<file path="config.mk">
export PLATFORM = sky130hd
export DESIGN_NAME = evq_top
export DESIGN_NICKNAME = d
export VERILOG_FILES = /design/src/rtl/evq_pkg.sv /design/src/rtl/evq_store.sv /design/src/rtl/evq_occupancy.sv /design/src/rtl/evq_dropctr.sv /design/src/rtl/evq_top.sv
export SDC_FILE = /design/constraint.sdc
export NUM_CORES = 1
export LEC_CHECK = 0
export BUFFER_PORTS_ARGS = -buffer_cell sky130_fd_sc_hd__buf_4
export CORE_MARGIN = 4
export CORE_UTILIZATION = 56
export CTS_BUF_LIST = sky130_fd_sc_hd__clkbuf_16
export DETAILED_ROUTE_END_ITERATION = 16
export GPL_ROUTABILITY_DRIVEN = 0
export PLACE_DENSITY = 0.79
export SLEW_MARGIN = 5
export SYNTH_ARGS = -nofsm -noshare
export SYNTH_HDL_FRONTEND = slang
export SYNTH_SLANG_ARGS = --single-unit
</file>
<file path="constraint.sdc">
create_clock -name clk -period 4.6 [get_ports clk]
set_clock_uncertainty 0.05 [all_clocks]
set_input_delay 0.46 -clock clk [delete_from_list [all_inputs] [get_ports clk]]
set_output_delay 0.46 -clock clk [all_outputs]
set_load 0.02 [all_outputs]
</file>
<file path="src/rtl/evq_pkg.sv">
package evq_pkg;

    typedef enum logic [3:0] {
        OFS_DATA = 4'h0,
        OFS_STAT = 4'h4,
        OFS_DROP = 4'h8
    } evq_ofs_e;

    localparam int STAT_NONEMPTY_BIT = 8;
    localparam int STAT_FULL_BIT     = 9;

endpackage

</file>
<file path="src/rtl/evq_store.sv">
module evq_store #(
    parameter int WIDTH = 32,
    parameter int DEPTH = 16,
    localparam int PTR_W = $clog2(DEPTH)
) (
    input  logic             clk,
    input  logic             wr_en,
    input  logic [PTR_W-1:0] wr_ptr,
    input  logic [WIDTH-1:0] wr_data,
    input  logic [PTR_W-1:0] rd_ptr,
    output logic [WIDTH-1:0] rd_data
);

    logic [WIDTH-1:0] mem_d [DEPTH];
    logic [WIDTH-1:0] mem_q [DEPTH];

    always_comb begin
        for (int i = 0; i < DEPTH; i++) begin
            mem_d[i] = mem_q[i];
        end
        if (wr_en) begin
            mem_d[wr_ptr] = wr_data;
        end
    end

    always_ff @(posedge clk) begin
        for (int i = 0; i < DEPTH; i++) begin
            mem_q[i] <= mem_d[i];
        end
    end

    assign rd_data = mem_q[rd_ptr];

endmodule

</file>
<file path="src/rtl/evq_occupancy.sv">
module evq_occupancy #(
    parameter int DEPTH = 16,
    localparam int PTR_W = $clog2(DEPTH),
    localparam int CNT_W = $clog2(DEPTH + 1)
) (
    input  logic             clk,
    input  logic             rst,
    input  logic             push,
    input  logic             pop,
    output logic [PTR_W-1:0] wr_ptr,
    output logic [PTR_W-1:0] rd_ptr,
    output logic [CNT_W-1:0] count,
    output logic             empty,
    output logic             full
);

    localparam logic [PTR_W-1:0] LAST_SLOT = PTR_W'(DEPTH - 1);
    localparam logic [CNT_W-1:0] CNT_FULL  = CNT_W'(DEPTH);

    typedef struct packed {
        logic [PTR_W-1:0] wr_ptr;
        logic [PTR_W-1:0] rd_ptr;
        logic [CNT_W-1:0] count;
    } occ_state_t;

    occ_state_t st_d, st_q;

    always_comb begin
        st_d = st_q;
        if (push) begin
            st_d.wr_ptr = (st_q.wr_ptr == LAST_SLOT) ? '0 : st_q.wr_ptr + 1'b1;
        end
        if (pop) begin
            st_d.rd_ptr = (st_q.rd_ptr == LAST_SLOT) ? '0 : st_q.rd_ptr + 1'b1;
        end
        case ({push, pop})
            2'b10:   st_d.count = st_q.count + 1'b1;
            2'b01:   st_d.count = st_q.count - 1'b1;
            default: st_d.count = st_q.count;
        endcase
    end

    always_ff @(posedge clk) begin
        if (rst) begin
            st_q <= '0;
        end else begin
            st_q <= st_d;
        end
    end

    assign wr_ptr = st_q.wr_ptr;
    assign rd_ptr = st_q.rd_ptr;
    assign count  = st_q.count;
    assign empty  = (st_q.count == '0);
    assign full   = (st_q.count == CNT_FULL);

    AST_COUNT_IN_RANGE: assert property (@(posedge clk) disable iff (rst)
        count <= CNT_FULL);

    AST_POP_SHRINKS: assert property (@(posedge clk) disable iff (rst)
        (pop && !push) |=> (count == $past(count) - 1'b1));

    AST_PUSH_GROWS: assert property (@(posedge clk) disable iff (rst)
        (push && !pop) |=> (count == $past(count) + 1'b1));

endmodule

</file>
<file path="src/rtl/evq_dropctr.sv">
module evq_dropctr #(
    parameter int CW = 16
) (
    input  logic          clk,
    input  logic          rst,
    input  logic          inc,
    input  logic          clr,
    output logic [CW-1:0] value
);

    localparam logic [CW-1:0] TOP = {CW{1'b1}};

    logic [CW-1:0] value_d, value_q;

    always_comb begin
        value_d = value_q;
        if (clr) begin
            value_d = '0;
        end else if (inc && (value_q != TOP)) begin
            value_d = value_q + 1'b1;
        end
    end

    always_ff @(posedge clk) begin
        if (rst) begin
            value_q <= '0;
        end else begin
            value_q <= value_d;
        end
    end

    assign value = value_q;

    AST_DROP_SATURATES: assert property (@(posedge clk) disable iff (rst)
        (value == TOP && !clr) |=> (value == TOP));

    AST_CLEAR_WINS: assert property (@(posedge clk) disable iff (rst)
        clr |=> (value == '0));

endmodule

</file>
<file path="src/rtl/evq_top.sv">
module evq_top #(
    parameter int WIDTH  = 32,
    parameter int DEPTH  = 16,
    parameter int DROP_W = 16,
    localparam int PTR_W = $clog2(DEPTH),
    localparam int CNT_W = $clog2(DEPTH + 1)
) (
    input  logic             clk,
    input  logic             rst,
    input  logic             host_valid,
    input  logic [31:0]      host_data,
    input  logic             bus_sel,
    input  logic             bus_we,
    input  logic [3:0]       bus_addr,
    input  logic             drain_en,
    output logic [31:0]      bus_rdata,
    output logic             irq
);

    import evq_pkg::*;

    localparam logic [DROP_W-1:0] DROP_TOP = {DROP_W{1'b1}};

    logic [PTR_W-1:0]  wr_ptr, rd_ptr;
    logic [CNT_W-1:0]  count;
    logic              empty, full;
    logic [WIDTH-1:0]  head_word;
    logic [DROP_W-1:0] drop_val;

    logic rd_data_reg, wr_drop_reg;
    logic pop_ok, bypass, push_store, pop_mem, drop_now;
    logic [31:0] stat_word;

    always_comb begin
        rd_data_reg = bus_sel && !bus_we && (bus_addr == OFS_DATA);
        wr_drop_reg = bus_sel &&  bus_we && (bus_addr == OFS_DROP);
        pop_ok      = rd_data_reg && drain_en && (!empty || host_valid);
        bypass      = pop_ok && empty;
        pop_mem     = pop_ok && !empty;
        push_store  = host_valid && !bypass && (!full || pop_mem);
        drop_now    = host_valid && full && !pop_mem;
    end

    always_comb begin
        stat_word = '0;
        stat_word[CNT_W-1:0]       = count;
        stat_word[STAT_NONEMPTY_BIT] = !empty;
        stat_word[STAT_FULL_BIT]     = full;
    end

    always_comb begin
        bus_rdata = '0;
        if (bus_sel && !bus_we) begin
            case (bus_addr)
                OFS_DATA: begin
                    if (!empty) begin
                        bus_rdata = 32'(head_word);
                    end else if (bypass) begin
                        bus_rdata = host_data;
                    end
                end
                OFS_STAT: bus_rdata = stat_word;
                OFS_DROP: bus_rdata = 32'(drop_val);
                default:  bus_rdata = '0;
            endcase
        end
    end

    assign irq = !empty;

    evq_occupancy #(.DEPTH(DEPTH)) occ_i (
        .clk    (clk),
        .rst    (rst),
        .push   (push_store),
        .pop    (pop_mem),
        .wr_ptr (wr_ptr),
        .rd_ptr (rd_ptr),
        .count  (count),
        .empty  (empty),
        .full   (full)
    );

    evq_store #(.WIDTH(WIDTH), .DEPTH(DEPTH)) store_i (
        .clk     (clk),
        .wr_en   (push_store),
        .wr_ptr  (wr_ptr),
        .wr_data (host_data[WIDTH-1:0]),
        .rd_ptr  (rd_ptr),
        .rd_data (head_word)
    );

    evq_dropctr #(.CW(DROP_W)) drop_i (
        .clk   (clk),
        .rst   (rst),
        .inc   (drop_now),
        .clr   (wr_drop_reg),
        .value (drop_val)
    );

    AST_DROP_ON_FULL: assert property (@(posedge clk) disable iff (rst)
        (host_valid && full && !pop_ok && !wr_drop_reg && drop_val != DROP_TOP)
        |=> (drop_val == $past(drop_val) + 1'b1));

    AST_FULL_STAYS_ON_DROP: assert property (@(posedge clk) disable iff (rst)
        (host_valid && full && !pop_ok) |=> full);

    AST_EMPTY_READ_ZERO: assert property (@(posedge clk) disable iff (rst)
        (rd_data_reg && empty && !(host_valid && drain_en)) |-> (bus_rdata == '0));

    AST_BYPASS_STAYS_EMPTY: assert property (@(posedge clk) disable iff (rst)
        (empty && pop_ok) |=> empty);

    AST_FULL_SWAP_NO_DROP: assert property (@(posedge clk) disable iff (rst)
        (full && host_valid && pop_ok && !wr_drop_reg) |=> ($stable(drop_val) && full));

    AST_IRQ_NEEDS_PUSH: assert property (@(posedge clk) disable iff (rst)
        $rose(irq) |-> $past(host_valid));

    AST_PEEK_KEEPS: assert property (@(posedge clk) disable iff (rst)
        (rd_data_reg && !drain_en && !host_valid) |=> $stable(count));

endmodule

</file>
==> results.ini <==
[route]
wire_per_inst_um=27.2
vias=11248
met1_length_mm=19.4
highest_layer=met5
wirelength_mm=48.0
vias_per_cell=6.38
ant_nets=0
drt_iter0_markers=1215
dr_wl_met2_mm=24.2
route.met3.wl_mm=3.34
dr.pass1.iters=6
drcViolationCount=0

[floorplanning]
ios=75
dieArea_sq_um=41800
die_x_um=204
core_sq_um=37800
initial_core_util_pct=57.1
fp-row-count=71
fp.dieH_um=204

[setup_path]
cp-end-kind=output port
start_kind=register
arrival_ns=3.42
path_class=reg -> out
worstPathRequired_ns=4.09
worst-path-max-fanout=32

[finish]
final_layout_size_suffix_gt1_share_pct=24.9
fin_area_sq_um=24600
num-nets-final=1262
diodes=0
area_delta_synth_final_pct=13.9

[yosys]
synth_top_area_share_pct=71.2
synth_area_leaders=edfxtp_1, mux4_2, mux2i_1
netlist_area_sq_um=21600
synth_seq_cells=545
synth-warning-count=0
synth_ff_type=edfxtp_1
synth.most_common_cell=edfxtp_1
synth.distinct_cells=55
synthCells=1108
synth_commonest_cells=edfxtp_1, mux4_2, mux2i_1, clkbuf_1, dfxtp_1
ys_async_sr_fraction_pct=0
ys_seq_area_share_pct=74.2
postSynthNetCount=1159
synth-edff-count=512
syn_area_per_cell_sq_um=19.5
yosys.area.top_type=edfxtp_1

[grt]
track_usage_pct=23.4
grt_max_degree=70
grt_first_pass_wirelength_mm=72.7
grt_overflow=0
grt_pass1_vias=11523
antenna_found_initial=1

[clock_tree]
holdBufCountCts=0
numCtsBuffers=53
cts_tree=yes
htree_levels=2
clk_latency_ns=0.59
root_buffer=clkbuf_16
post_cts_resize_count=0
clk_pin_slew_ns=0.06
cts_sinks=545
postCtsSetupBuffers=0
clockBufferDepth=3

[power_and_ir_drop]
power_density_nw_per_um2=404
ir_drop_v=0.000326
finalPower_w=0.00994
p_leak_nw=7.97

[sta]
hold_violations=0
slew_headroom_pct=28.5
min_period_ns=3.93
slew_viol_final=0
rsz0062_at_grt=false
max_freq_ghz=0.255
setup_viol=0
worstMarginPinSlew_ns=1.07
period_share_pct=85.4
setup_tns_ns=0
fin_ws_ns=0.672

[run]
cap_violations=0

[run_status]
outcome=finished, final reports clean

[placement]
io_buffers=74
hpwlAfterDp_mm=27.4
dp_slack_ns=0.826
placed_area_sq_um=22900

[min_path]
hold_path_class=in -> reg

through the flow:
step,hold WS [ns],cells,util (%)
floorplan,0.412,1108,-
global placement,0.443,1667,60.5
detailed placement,0.456,1667,60.5
CTS,0.0836,1764,65.0
global route,0.111,1764,65.0
finish,0.112,1764,65.0
critical path, cell delays in order, from the launching register on:
cell      delay [ns]
dfxtp_1         0.38
or4_4           0.58
o211ai_1        0.28
or3b_2          0.89
nor2_1          0.13
a211o_1         0.37
buf_4           0.18
path summary, 6_finish.rpt:
path,cells past startpoint,to,start,slack [ns]
setup / recovery,6,bus_rdata[30],occ_i.count[0],0.67
hold reg to reg,2,drop_i.value[5],drop_i.value[5],0.47
hold / removal,1,store_i.mem_q[8][27],host_data[27],0.11
setup reg to reg,12,occ_i.count[4],occ_i.count[0],0.82
state kept, by name, summed over array words and instances, names as in the netlist, named ones only:
name and cells:
occ_i.rd_ptr 4, occ_i.count 5, store_i.mem_q 512, occ_i.wr_ptr 4, drop_i.value 16
cells by family (layout without fill, tap and decap cells):
group,Yosys count,after routing,synth area share [%]
AOI/OAI and AO/OA,151,151,5.08
muxes,205,205,15.5
xor gates and xnor gates,7,7,0.284
and+or+nand+nor,120,120,3.06
buffers and inverters,71,216,1.35
adders and majority gates,9,9,0.521
DFF,545,545,74.2
cell type report:
type | count | area, sq um
clock buffers | 54 | 1350
clock inverters | 43 | 363
fillers | 2487 | 13200
inverters | 11 | 41.3
multi-input cells | 492 | 5310
flip-flops and latches | 545 | 16000
well taps | 511 | 639
repair buffers | 108 | 861
per-layer routing:
layer | global-route usage (%) | up-vias
li1 | - | 4849
met1 | 32.7 | 5853
met2 | 39.0 | 464
met3 | 4.25 | 80
met4 | 5.98 | 2
met5 | 0 | -
placed cells by master, fill, tap and decap left out, drive strengths merged, types with 19 or more instances in the layout:
cell type / instances
edfxtp: 512
buf: 108
mux4: 103
mux2i: 100
clkbuf: 54
dfxtp: 33
nand2: 28
a22oi: 27
inv: 26
a21oi: 25
o21ai: 22
clkinv: 21
o211ai: 19
and3: 19
report_power, final:
group          switching [W]  leakage [nW]  total, W  internal [W]
logic               0.000155          2.19  0.000230     0.0000756
registers          0.0000170          4.89   0.00549       0.00547
clock network        0.00176         0.884   0.00423       0.00246
total                0.00194          7.97   0.00994       0.00801
No activity file was read; power rests on OpenSTA's default activity.
